`config.mk`:
```
export PLATFORM = sky130hd
export DESIGN_NAME = sync_read_port
export DESIGN_NICKNAME = d
export VERILOG_FILES = /design/src/rtl/srp_pkg.sv /design/src/rtl/srp_addr_stage.sv /design/src/rtl/srp_mem_array.sv /design/src/rtl/srp_out_stage.sv /design/src/rtl/sync_read_port.sv
export SDC_FILE = /design/constraint.sdc
export NUM_CORES = 1
export LEC_CHECK = 0
export CAP_MARGIN = 20
export CORE_ASPECT_RATIO = 0.6
export CORE_MARGIN = 10
export CORE_UTILIZATION = 40
export CTS_CLUSTER_DIAMETER = 30
export CTS_CLUSTER_SIZE = 10
export DETAILED_ROUTE_END_ITERATION = 10
export PLACE_DENSITY = 0.66
export SLEW_MARGIN = 20
export SYNTH_ARGS = -nofsm -noshare
export SYNTH_HDL_FRONTEND = slang
export SYNTH_SLANG_ARGS = --single-unit
```
`constraint.sdc`:
```
create_clock -name clk -period 1.8 [get_ports clk]
set_input_delay 0.18 -clock clk [delete_from_list [all_inputs] [get_ports clk]]
set_output_delay 0.18 -clock clk [all_outputs]
set_load 0.03 [all_outputs]
```
`src/rtl/srp_pkg.sv`:
```
package srp_pkg;

  typedef enum logic [1:0] {
    ACC_NONE  = 2'd0,
    ACC_READ  = 2'd1,
    ACC_WRITE = 2'd2
  } acc_e;

  function automatic logic chip_selected(input logic ce0_n, input logic ce1_n, input logic ce2);
    return !ce0_n && !ce1_n && ce2;
  endfunction

endpackage

```
`src/rtl/srp_addr_stage.sv`:
```
module srp_addr_stage
  import srp_pkg::*;
#(
  parameter int DEPTH = 16,
  parameter int NB    = 4,
  localparam int AW   = $clog2(DEPTH),
  localparam int DW   = 8 * NB
) (
  input  logic          clk,
  input  logic          rst_n,
  input  logic          clk_en,
  input  logic          strobe,
  input  logic          ce0_n,
  input  logic          ce1_n,
  input  logic          ce2,
  input  logic          wr_all,
  input  logic [NB-1:0] byte_en,
  input  logic [AW-1:0] addr,
  output logic          st1_rd,
  output logic [AW-1:0] addr_q,
  output logic          wr_cap,
  output logic [NB-1:0] lane_we
);

  acc_e kind_now;
  acc_e kind_q;
  logic sel_now;
  logic is_write;

  assign sel_now  = strobe && chip_selected(ce0_n, ce1_n, ce2);
  assign is_write = wr_all || (|byte_en);

  always_comb begin
    if (!sel_now)      kind_now = ACC_NONE;
    else if (is_write) kind_now = ACC_WRITE;
    else               kind_now = ACC_READ;
  end

  always_ff @(posedge clk or negedge rst_n) begin
    if (!rst_n) begin
      kind_q <= ACC_NONE;
      addr_q <= '0;
    end else if (clk_en) begin
      kind_q <= kind_now;
      if (sel_now) addr_q <= addr;
    end
  end

  assign st1_rd  = (kind_q == ACC_READ);
  assign wr_cap  = clk_en && (kind_now == ACC_WRITE);
  assign lane_we = wr_cap ? (wr_all ? {NB{1'b1}} : byte_en) : '0;

endmodule

```
`src/rtl/srp_mem_array.sv`:
```
module srp_mem_array #(
  parameter int DEPTH = 16,
  parameter int NB    = 4,
  localparam int AW   = $clog2(DEPTH),
  localparam int DW   = 8 * NB
) (
  input  logic          clk,
  input  logic [NB-1:0] lane_we,
  input  logic [AW-1:0] waddr,
  input  logic [DW-1:0] wdata,
  input  logic [AW-1:0] raddr,
  output logic [DW-1:0] rdata
);

  for (genvar g = 0; g < NB; g++) begin : g_lane
    logic [7:0] cells [DEPTH];

    always_ff @(posedge clk) begin
      if (lane_we[g]) cells[waddr] <= wdata[8*g +: 8];
    end

    assign rdata[8*g +: 8] = cells[raddr];
  end

endmodule

```
`src/rtl/srp_out_stage.sv`:
```
module srp_out_stage #(
  parameter int NB  = 4,
  localparam int DW = 8 * NB
) (
  input  logic          clk,
  input  logic          rst_n,
  input  logic          clk_en,
  input  logic          pipe_mode,
  input  logic          st1_rd,
  input  logic [DW-1:0] arr_data,
  input  logic          oe_n,
  input  logic          wr_cap,
  output logic          rd_valid,
  output logic [DW-1:0] rdata,
  output logic          drive_en
);

  logic          st2_rd;
  logic [DW-1:0] data_q;
  logic [DW-1:0] sel_data;

  always_ff @(posedge clk or negedge rst_n) begin
    if (!rst_n) begin
      st2_rd <= 1'b0;
      data_q <= '0;
    end else if (clk_en) begin
      st2_rd <= st1_rd;
      data_q <= arr_data;
    end
  end

  assign rd_valid = pipe_mode ? st2_rd : st1_rd;
  assign sel_data = pipe_mode ? data_q : arr_data;
  assign rdata    = rd_valid ? sel_data : '0;
  assign drive_en = rd_valid && !oe_n && !wr_cap;

endmodule

```
`src/rtl/sync_read_port.sv`:
```
module sync_read_port #(
  parameter int DEPTH = 16,
  parameter int NB    = 4,
  localparam int AW   = $clog2(DEPTH),
  localparam int DW   = 8 * NB
) (
  input  logic          clk,
  input  logic          rst_n,
  input  logic          clk_en,
  input  logic          pipe_mode,
  input  logic          strobe,
  input  logic          ce0_n,
  input  logic          ce1_n,
  input  logic          ce2,
  input  logic          wr_all,
  input  logic [NB-1:0] byte_en,
  input  logic [AW-1:0] addr,
  input  logic [DW-1:0] wdata,
  input  logic          oe_n,
  output logic [DW-1:0] rdata,
  output logic          rd_valid,
  output logic          drive_en
);

  logic          st1_rd;
  logic [AW-1:0] addr_q;
  logic          wr_cap;
  logic [NB-1:0] lane_we;
  logic [DW-1:0] arr_data;

  srp_addr_stage #(.DEPTH(DEPTH), .NB(NB)) u_addr (
    .clk     (clk),
    .rst_n   (rst_n),
    .clk_en  (clk_en),
    .strobe  (strobe),
    .ce0_n   (ce0_n),
    .ce1_n   (ce1_n),
    .ce2     (ce2),
    .wr_all  (wr_all),
    .byte_en (byte_en),
    .addr    (addr),
    .st1_rd  (st1_rd),
    .addr_q  (addr_q),
    .wr_cap  (wr_cap),
    .lane_we (lane_we)
  );

  srp_mem_array #(.DEPTH(DEPTH), .NB(NB)) u_array (
    .clk     (clk),
    .lane_we (lane_we),
    .waddr   (addr),
    .wdata   (wdata),
    .raddr   (addr_q),
    .rdata   (arr_data)
  );

  srp_out_stage #(.NB(NB)) u_out (
    .clk       (clk),
    .rst_n     (rst_n),
    .clk_en    (clk_en),
    .pipe_mode (pipe_mode),
    .st1_rd    (st1_rd),
    .arr_data  (arr_data),
    .oe_n      (oe_n),
    .wr_cap    (wr_cap),
    .rd_valid  (rd_valid),
    .rdata     (rdata),
    .drive_en  (drive_en)
  );

endmodule

```
==> run metrics, run 1 <==
post-detailed-route wirelength per cell=between 20 and 30 um; last weighted congestion value of the routability-driven placer=about 0.84; Congestion Overflow GR=0; post-placement setup slack=-0.7104 ns; setup slack of the critical path after layout=-1.185 ns; area leader, netlist=sky130_fd_sc_hd__edfxtp_1; count leader, synth=sky130_fd_sc_hd__edfxtp_1; Worst EP required=between 1.5 and 2 ns; Leak Pwr=10.20 nW; H-tree lvl count=3; summed instance area of the synthesized netlist=between 20,000 and 25,000 um2; primary flip-flop cell chosen by synthesis mapping=sky130_fd_sc_hd__edfxtp_1; total area of multi-input combinational cells=approximately 6300 um2; Worst-Margin Slew=between 0.9 and 1 ns; x dimension of the die=323.3 um; share of synthesized registers carrying an async set or reset=between 7 and 8%; number of detailed-route iterations in the first pass=5; fill cell count=slightly above 4,000; core area=roughly 54,000 um2; Sinks on Clock Net=between 500 and 600; path type of the worst min-delay path=in2async; CTS tree=done; failing checks=negative setup slack; largest net degree at the start of global routing=67; Via Count=about 12,000; total wire length=between 50,000 and 60,000 um; final critical-path required period=2.985 ns; critical path data arrival time=2.80 ns; max-capacitance violation count=0; clock root cell=sky130_fd_sc_hd__clkbuf_16; final hold violations=0; total routing usage reported by global routing=17.33%; num ports=84; number of CTS-inserted buffers=85; power density of the placed cells=roughly 1200 nW/um2; setup skew after layout=between 0.02 and 0.025 ns; final slew viol count=0; startpoint type of the worst setup path=flip-flop; hold slack=just over 0.1 ns; flip-flop and latch area=around 16,000 um2; largest fanout on the critical path=7; type of the setup path with the least slack=reg2out; number of nets with antenna violations after routing=0; sequential area share after synthesis=between 70 and 80%; flip-flop and latch count after synthesis=~550; number of antenna violations at the first check in global routing=3; Setup Viol. Count Final=66; vertical die dimension=a little over 200 um; effective utilization at floorplan=40.62%; Max Freq=335.0 MHz; ratio of routed vias to standard cells=~5.5; count of port buffers added during placement=a little over 80; fin nets=1,540; max_slew headroom=a little over a third; cell count after synthesis=around 1,200; critical path capture point type=output port; Max Buffers Root-to-Sink=3; number of DRC markers after the initial detailed-route iteration=roughly 1,200; leading cell types by total area after synthesis=sky130_fd_sc_hd__edfxtp_1, sky130_fd_sc_hd__mux4_1, sky130_fd_sc_hd__dfrtp_1; CTS clk-pin slew, worst paths=~0.050 ns; area share of the largest cell type after synthesis=~70%; count of yosys warnings during synthesis=0; DRC errors left=0; Yosys cell types=36; vias in the first global route=12,938; mean area per synthesized cell=~19 um2; number of enable-type register cells in the synthesized netlist=around 500; share of final-layout standard cells stronger than drive strength 1=44.28%; result of the run=finished, violations left; Setup TNS Final=-47.47 ns; number of placement rows=66; post-route clock period utilization=165.8%; leading cell types by count after synthesis=sky130_fd_sc_hd__edfxtp_1, sky130_fd_sc_hd__nor2_1, sky130_fd_sc_hd__mux2i_1; sum of net half-perimeters after detailed placement=35,180 um; global-route wire length before repair=roughly 84,000 um; area of the die=65,280 um2; peak ir drop on the vdd network=~0.00064 V; reg2reg start=u_addr.addr_q[0]$_DFFE_PN0P_; unrepaired setup endpoints after global routing=true; Synthesized Nets=~1,200; post-synthesis to final-layout area growth=36.21%; worst setup path start=u_addr.addr_q[0]$_DFFE_PN0P_; later-pin clock latency in the skew report=around 0.6 ns
critical path, cell delays in order, from the launching register on:
cell,delay (ns)
sky130_fd_sc_hd__dfrtp_4,0.45
sky130_fd_sc_hd__buf_8,0.12
sky130_fd_sc_hd__buf_12,0.17
sky130_fd_sc_hd__buf_8,0.15
sky130_fd_sc_hd__mux4_2,0.50
sky130_fd_sc_hd__mux2_4,0.29
sky130_fd_sc_hd__a22oi_2,0.17
sky130_fd_sc_hd__buf_4,0.16
sky130_fd_sc_hd__a211oi_4,0.05
sky130_fd_sc_hd__buf_6,0.14
registers in the layout (all words and copies together), names as in the netlist:
| signal | cells |
|---|---|
| u_out.st2_rd | 1 |
| u_out.data_q | 32 |
| u_addr.kind_q | 2 |
| u_addr.addr_q | 4 |
| u_array.g_lane.cells | 512 |
stage by stage:
step / instances / total power, mW / utilization, % / cell area (um2)
4_1_cts: 2262 / 36.71 / 55.02 / 29900
3_5_place_dp: 2072 / 20.49 / 48.55 / 26380
3_3_place_gp: 2072 / 20.36 / 48.55 / 26380
5_1_grt: 2271 / 37.93 / 55.33 / 30060
2_1_floorplan: 1150 / 18.38 / - / 22820
6_report: 2271 / 36.64 / 55.33 / 30060
cells in the final DEF (no fill, tap or decap), types with 21 or more instances in the layout:
master and instances:
sky130_fd_sc_hd__a211oi_4 30, sky130_fd_sc_hd__a22oi_2 31, sky130_fd_sc_hd__buf_12 77, sky130_fd_sc_hd__buf_4 140
sky130_fd_sc_hd__buf_6 40, sky130_fd_sc_hd__clkbuf_16 89, sky130_fd_sc_hd__clkdlybuf4s50_1 47, sky130_fd_sc_hd__dfrtp_1 35
sky130_fd_sc_hd__edfxtp_1 512, sky130_fd_sc_hd__mux2_4 26, sky130_fd_sc_hd__mux2i_1 62, sky130_fd_sc_hd__mux4_1 21
sky130_fd_sc_hd__mux4_2 75, sky130_fd_sc_hd__nand2b_1 21, sky130_fd_sc_hd__nor2_1 90, sky130_fd_sc_hd__nor2_2 21
worst paths after layout:
path | end | slack [ns] | cells past startpoint
setup / recovery | rdata[6] | -1.18 | 9
hold / removal | u_addr.kind_q[1]$_DFFE_PN0P_ | 0.10 | 2
setup reg to reg | u_out.data_q[6]$_DFFE_PN0P_ | -0.50 | 9
hold reg to reg | u_out.data_q[14]$_DFFE_PN0P_ | 0.52 | 2
max in group asynchronous | u_addr.addr_q[3]$_DFFE_PN0P_ | 1.07 | 3
min in group clk | u_addr.kind_q[0]$_DFFE_PN0P_ | 0.24 | 5
final cells by class:
type,count,area share (%)
antenna,1,0.008324
clock buffer,104,7.554
multi-input combinational,525,20.90
clock inverter,49,1.257
tap,714,2.972
sequential,551,54.42
timing repair buffer,323,12.83
inverter,4,0.06659
where the power goes:
group / switching [mW] / internal (mW)
registers: 0.170 / 14.3
clock network: 5.74 / 9.30
logic: 3.43 / 3.70
layer usage:
layer  vias up  track usage [%]  part of all wire (%)
li1       5387                -                     -
met1      6535            25.06                    46
met2       456            25.73                    45
met3        79            4.180                   7.3
met4         4            5.008                   1.9
met5         -                0                 0.042
logic make-up after synthesis:
group                  share of synthesized area [%]
AND/OR/NAND/NOR                                3.872
buffers and inverters                          2.160
flip-flops                                     74.08
multiplexers                                   15.51
AO/OA/AOI/OAI                                  4.376
what timing repair did:
item | in CTS | in global routing
cloned | 7 | 2
pin swaps | 74 | 22
setup buffers | 29 | 12
endpoints found under the hold margin | 40 | 0
setup endpoints to repair | 66 | 66
resized for setup | 158 | 33
hold buffers | 2 | 0
Note: power is estimated with default switching activity, not from simulation.
==> run 2, diff against run 1 <==
Settings changed: CELL_PAD_IN_SITES_DETAIL_PLACEMENT set to 2, CELL_PAD_IN_SITES_GLOBAL_PLACEMENT set to 2, PLACE_DENSITY 0.66 to not set, PLACE_DENSITY_LB_ADDON set to 0.1.
==> run metrics, run 2 (same netlist as run 1, synthesis figures left out) <==
reg2reg start=u_addr.addr_q[0]$_DFFE_PN0P_; number of CTS-inserted buffers=95; final hold violations=0; CP max-delay cell=sky130_fd_sc_hd__dfrtp_4; worst-case register-to-register setup slack=-0.67 ns; peak ir drop on the vdd network=around 0.00089 V; failing checks=negative setup slack; last weighted congestion value of the routability-driven placer=around 0.81; number of DRC markers after the initial detailed-route iteration=960; vias in the first global route=~14,000; internal power=30.22 mW; share of final-layout standard cells stronger than drive strength 1=about half; Net Sw Power=approximately 11 mW; CTS clk-pin slew, worst paths=0.05 ns; x dimension of the die=between 300 and 400 um; delay contributed by the slowest stage of the critical path=approximately 0.5 ns; result of the run=finished, violations left; combinational power share=between 10% and 20%; number of flip-flops in the largest register=between 500 and 600; total chip power=40.88 mW; clock root cell=sky130_fd_sc_hd__clkbuf_16; Worst EP required=between 1.5 and 2 ns; Leak Pwr=around 11 nW; critical path capture point type=output port; biggest regs=u_array.g_lane.cells x512, u_out.data_q x32, u_addr.addr_q x4; register bank with the most flops=u_array.g_lane.cells; capturing point of the worst reg2reg path=u_out.data_q[16]$_DFFE_PN0P_; core area=54,340 um2; Setup TNS Final=-56.95 ns; Max Freq=around 320 MHz; setup skew after layout=between 0.015 and 0.02 ns; startpoint type of the worst setup path=flip-flop; power density of the placed cells=1313 nW/um2; number of nets with antenna violations after routing=0; CTS tree=done; Crit path top cell by count=sky130_fd_sc_hd__buf_12; final critical-path required period=approximately 3.2 ns; worst setup path start=u_addr.addr_q[0]$_DFFE_PN0P_; Worst-Margin Slew=about 1.0 ns; hold slack=roughly 0.12 ns; vertical die dimension=approximately 200 um; Sinks on Clock Net=approximately 550; Max Buffers Root-to-Sink=3; most common cell after layout, fill and taps aside=sky130_fd_sc_hd__edfxtp_1; number of cells on the worst reg-to-reg path=9; H-tree lvl count=3; commonest cells after routing, fill and taps aside=sky130_fd_sc_hd__edfxtp_1, sky130_fd_sc_hd__buf_4, sky130_fd_sc_hd__clkbuf_16; largest fanout on the critical path=8; num ports=between 80 and 90; part of the power in registers=a little over a third; total routing usage reported by global routing=21.92%; setup slack of the critical path after layout=-1.359 ns; total wire length=72,430 um; area of the die=65,280 um2; later-pin clock latency in the skew report=0.63 ns; number of antenna violations at the first check in global routing=0; number of detailed-route iterations in the first pass=4; largest net degree at the start of global routing=between 60 and 70; Sw Ratio=26.09%; number of placement rows=66; post-placement setup slack=-1.083 ns; type of the setup path with the least slack=reg2out; DRC errors left=0; unrepaired setup endpoints after global routing=true; Setup Viol. Count Final=66; post-synthesis to final-layout area growth=41.12%; path type of the worst min-delay path=in2async; post-route clock period utilization=175.5%; critical path data arrival time=between 2 and 3 ns; antenna diode count=0; Congestion Overflow GR=0; power share of the clock group=44.8%; max-capacitance violation count=0; chain of cells forming the critical path=buf_12 > buf_16 > buf_12 > buf_12 > mux4_2 > mux2_4 > a22oi_2 > a211oi_4 > buf_6; ratio of routed vias to standard cells=about 5.6; count of port buffers added during placement=between 80 and 90; max_slew headroom=30.25%; effective utilization at floorplan=between 40% and 50%; global-route wire length before repair=104,300 um; sum of net half-perimeters after detailed placement=between 40,000 and 50,000 um; fill cell count=4,546; fin nets=roughly 1,600; post-detailed-route wirelength per cell=just over 30 um; capturing instance or port of the critical path=rdata[16]; Via Count=roughly 13,000; final slew viol count=0
==> run 2: changes by cell type in the layout (fill, tap and decap cells not counted), sizes merged <==
cell	delta
diode	-1
clkinvlp	+8
inv	-3
clkinv	-9
clkbuf	+18
buf	+43
bufbuf	+2
bufinv	+8
==> run 2: how the worst min path moves through the flow <==
stage               startpoint                            to  depth (start not counted)
floorplan                rst_n  u_addr.addr_q[0]$_DFFE_PN0P_                          0
global placement         rst_n  u_out.data_q[17]$_DFFE_PN0P_                          2
detailed placement       rst_n  u_out.data_q[17]$_DFFE_PN0P_                          2
CTS                      rst_n  u_out.data_q[13]$_DFFE_PN0P_                          3
global route             rst_n  u_out.data_q[12]$_DFFE_PN0P_                          3
finish                   rst_n  u_out.data_q[17]$_DFFE_PN0P_                          3
==> run 2: repair_timing <==
action,CTS,global route
hold buffers,2,0
endpoints found under the hold margin,40,0
gates resized for setup,260,68
gates cloned,6,1
buffers inserted,50,34
pin swaps,60,40
setup endpoints to repair,66,103
==> run 2: worst max-delay path: cells and delay by family, from the launching register on <==
family,cells,cell delay [ns]
muxes,2,0.73
buffers and inverters,5,0.75
AOI/OAI and AO/OA,2,0.37
DFF,1,0.50
==> run 2: power by group through the flow <==
stage / sequential, mW / combinational (mW) / clock [mW]
after floorplan: 14.6 / 3.74 / 0
after global placement: 14.8 / 5.61 / 0
after detailed placement: 14.8 / 5.81 / 0
after CTS: 14.6 / 7.52 / 18.5
after global routing: 14.6 / 8.50 / 19.2
final: 14.6 / 8.00 / 18.3
==> run 2: metal layers <==
layer / GRT usage [%] / vias to the layer above / routed length (um)
li1: - / 5478 / -
met1: 31.48 / 7031 / 33080
met2: 34.07 / 381 / 34210
met3: 4.330 / 97 / 3928
met4: 5.041 / 0 / 1214
met5: 0 / - / 0
==> run 2: area by class of cell <==
class	count	area, um2	area share, %
flip-flops and latches	551	16370	52.54
multi-input cells	525	6375	20.47
repair buffers	367	4239	13.61
clock buffers	123	2646	8.496
well taps	714	893.4	2.868
clock inverters	53	610.6	1.960
inverters	4	17.52	0.05624
==> run 2: through the flow <==
step	cells	utilization, %	area [um2]
after detailed placement	2078	48.44	26320
after CTS	2311	56.61	30760
after floorplan	1150	-	22820
after global placement	2078	48.44	26320
after global routing	2337	57.32	31150
final	2337	57.32	31150
==> run 3, diff against run 2 <==
Settings changed: RECOVER_POWER set to 50.
==> run metrics, run 3 (same netlist as run 1, synthesis figures left out) <==
Setup Viol. Count Final=between 60 and 70; x dimension of the die=323.3 um; total area of multi-input combinational cells=~6400 um2; post-route clock period utilization=175.7%; DRC errors left=0; register bank with the most flops=u_array.g_lane.cells; result of the run=finished, violations left; later-pin clock latency in the skew report=~0.62 ns; count of port buffers added during placement=between 80 and 90; vias in the first global route=around 14,000; area of all placed cells without fillers=around 31,000 um2; max-capacitance violation count=1; Max Buffers Root-to-Sink=3; biggest regs=u_array.g_lane.cells x512, u_out.data_q x32, u_addr.addr_q x4; flip-flop and latch area=16,370 um2; number of DRC markers after the initial detailed-route iteration=approximately 960; critical path capture point type=output port; peak ir drop on the vdd network=about 0.0009 V; num ports=84; chain of cells forming the critical path=buf_12 > buf_16 > buf_12 > buf_12 > mux4_2 > mux2_4 > a22oi_2 > a211oi_4 > buf_6; path type of the worst min-delay path=in2reg; post-detailed-route wirelength per cell=31.00 um; Congestion Overflow GR=0; capturing point of the worst reg2reg path=u_out.data_q[16]$_DFFE_PN0P_; Worst EP required=between 1.5 and 2 ns; Hold Path Origin=clk_en; max_slew headroom=-0.6713%; Max Freq=about 320 MHz; CTS tree=done; number of CTS-inserted buffers=95; total routing usage reported by global routing=~22%; number of antenna violations at the first check in global routing=0; Sinks on Clock Net=roughly 550; Setup TNS Final=-56.82 ns; failing checks=max-capacitance violations, max-slew violations, negative setup slack; final slew viol count=40; last weighted congestion value of the routability-driven placer=~0.81; area of the die=65,280 um2; number of cells on the worst reg-to-reg path=9; type of the setup path with the least slack=reg2out; post-synthesis to final-layout area growth=41.05%; CP max-delay cell=sky130_fd_sc_hd__dfrtp_4; commonest cells after routing, fill and taps aside=sky130_fd_sc_hd__edfxtp_1, sky130_fd_sc_hd__buf_4, sky130_fd_sc_hd__clkbuf_16; Via Count=12,984; total wire length=roughly 72,000 um; number of detailed-route iterations in the first pass=5; most common cell after layout, fill and taps aside=sky130_fd_sc_hd__edfxtp_1; antenna diode count=0; worst hold path stage count=3; vertical die dimension=~200 um; setup skew after layout=between 0.015 and 0.02 ns; Worst-Margin Slew=1.510 ns; final critical-path required period=about 3.2 ns; number of nets with antenna violations after routing=0; largest net degree at the start of global routing=67; unrepaired setup endpoints after global routing=true; worst-case hold path end point=u_out.data_q[9]$_DFFE_PN0P_; core area=between 50,000 and 60,000 um2; Placed Instance Area=26,320 um2; startpoint type of the worst setup path=flip-flop; setup slack of the critical path after layout=-1.362 ns; effective utilization at floorplan=between 40 and 50%; H-tree lvl count=3; global-route wire length before repair=104,300 um; largest fanout on the critical path=8; Crit path top cell by count=sky130_fd_sc_hd__buf_12; critical path data arrival time=roughly 3.0 ns; number of placement rows=66; final hold violations=0; power density of the placed cells=1313 nW/um2; sum of net half-perimeters after detailed placement=43,830 um; share of final-layout standard cells stronger than drive strength 1=between 40% and 50%; reg2reg start=u_addr.addr_q[0]$_DFFE_PN0P_; total chip power=approximately 41 mW; fill cell count=4,547; clock root cell=sky130_fd_sc_hd__clkbuf_16; worst-case register-to-register setup slack=-0.67 ns; CTS clk-pin slew, worst paths=0.05 ns; Leak Pwr=around 11 nW; ratio of routed vias to standard cells=5.556; delay contributed by the slowest stage of the critical path=about 0.50 ns; hold slack=between 0.3 and 0.4 ns; fin nets=~1,600; number of flip-flops in the largest register=~510
## run 3: how the worst max path moves through the flow
stage | start | endpoint | slack [ns] | cells past startpoint
4_1_cts | u_addr.addr_q[0]$_DFFE_PN0P_ | rdata[17] | -1.39 | 8
3_5_place_dp | u_addr.addr_q[0]$_DFFE_PN0P_ | rdata[27] | -1.08 | 6
2_1_floorplan | u_addr.addr_q[0]$_DFFE_PN0P_ | rdata[0] | -0.28 | 8
5_1_grt | u_addr.addr_q[0]$_DFFE_PN0P_ | rdata[16] | -1.45 | 9
6_report | u_addr.addr_q[0]$_DFFE_PN0P_ | rdata[16] | -1.36 | 9
3_3_place_gp | u_addr.addr_q[0]$_DFFE_PN0P_ | rdata[27] | -1.14 | 6
## run 3: report_power, final
group	switching (mW)	internal [mW]
combinational	3.95	4.05
sequential	0.247	14.3
clock	6.48	11.8
total	10.7	30.2
## run 3: per-stage QoR
step                worst slack, ns  util (%)  cells
finish                       -1.362     57.29   2337
CTS                          -1.391     56.61   2311
detailed placement           -1.083     48.44   2078
global route                 -1.447     57.29   2337
floorplan                   -0.2816         -   1150
global placement             -1.144     48.44   2078
## run 3: repair_timing
| action | CTS | global route |
|---|---|---|
| cloned | 6 | 1 |
| pin swaps | 60 | 40 |
| endpoints found under the setup margin | 66 | 103 |
| setup buffers | 50 | 34 |
| hold buffers | 2 | 0 |
| gates resized for setup | 260 | 68 |
| endpoints found under the hold margin | 40 | 0 |
## run 3: layer usage
| metal | part of all wire [%] | track usage (%) |
|---|---|---|
| met1 | 46 | 31.48 |
| met3 | 5.3 | 4.330 |
| met4 | 1.7 | 5.041 |
| met5 | 0 | 0 |
| met2 | 47 | 34.07 |
## run 3: cell type report
class / instances / area share, %
tap: 714 / 2.870
inverter: 4 / 0.05627
timing repair buffer: 367 / 13.57
multi-input combinational: 525 / 20.48
clock buffer: 123 / 8.500
clock inverter: 53 / 1.961
sequential: 551 / 52.57
## run 3: worst max-delay path: cells and delay by family (launching register included)
family          cells  cell delay, ns
flops               1            0.50
compound gates      2            0.38
mux                 2            0.73
buf+inv             5            0.75
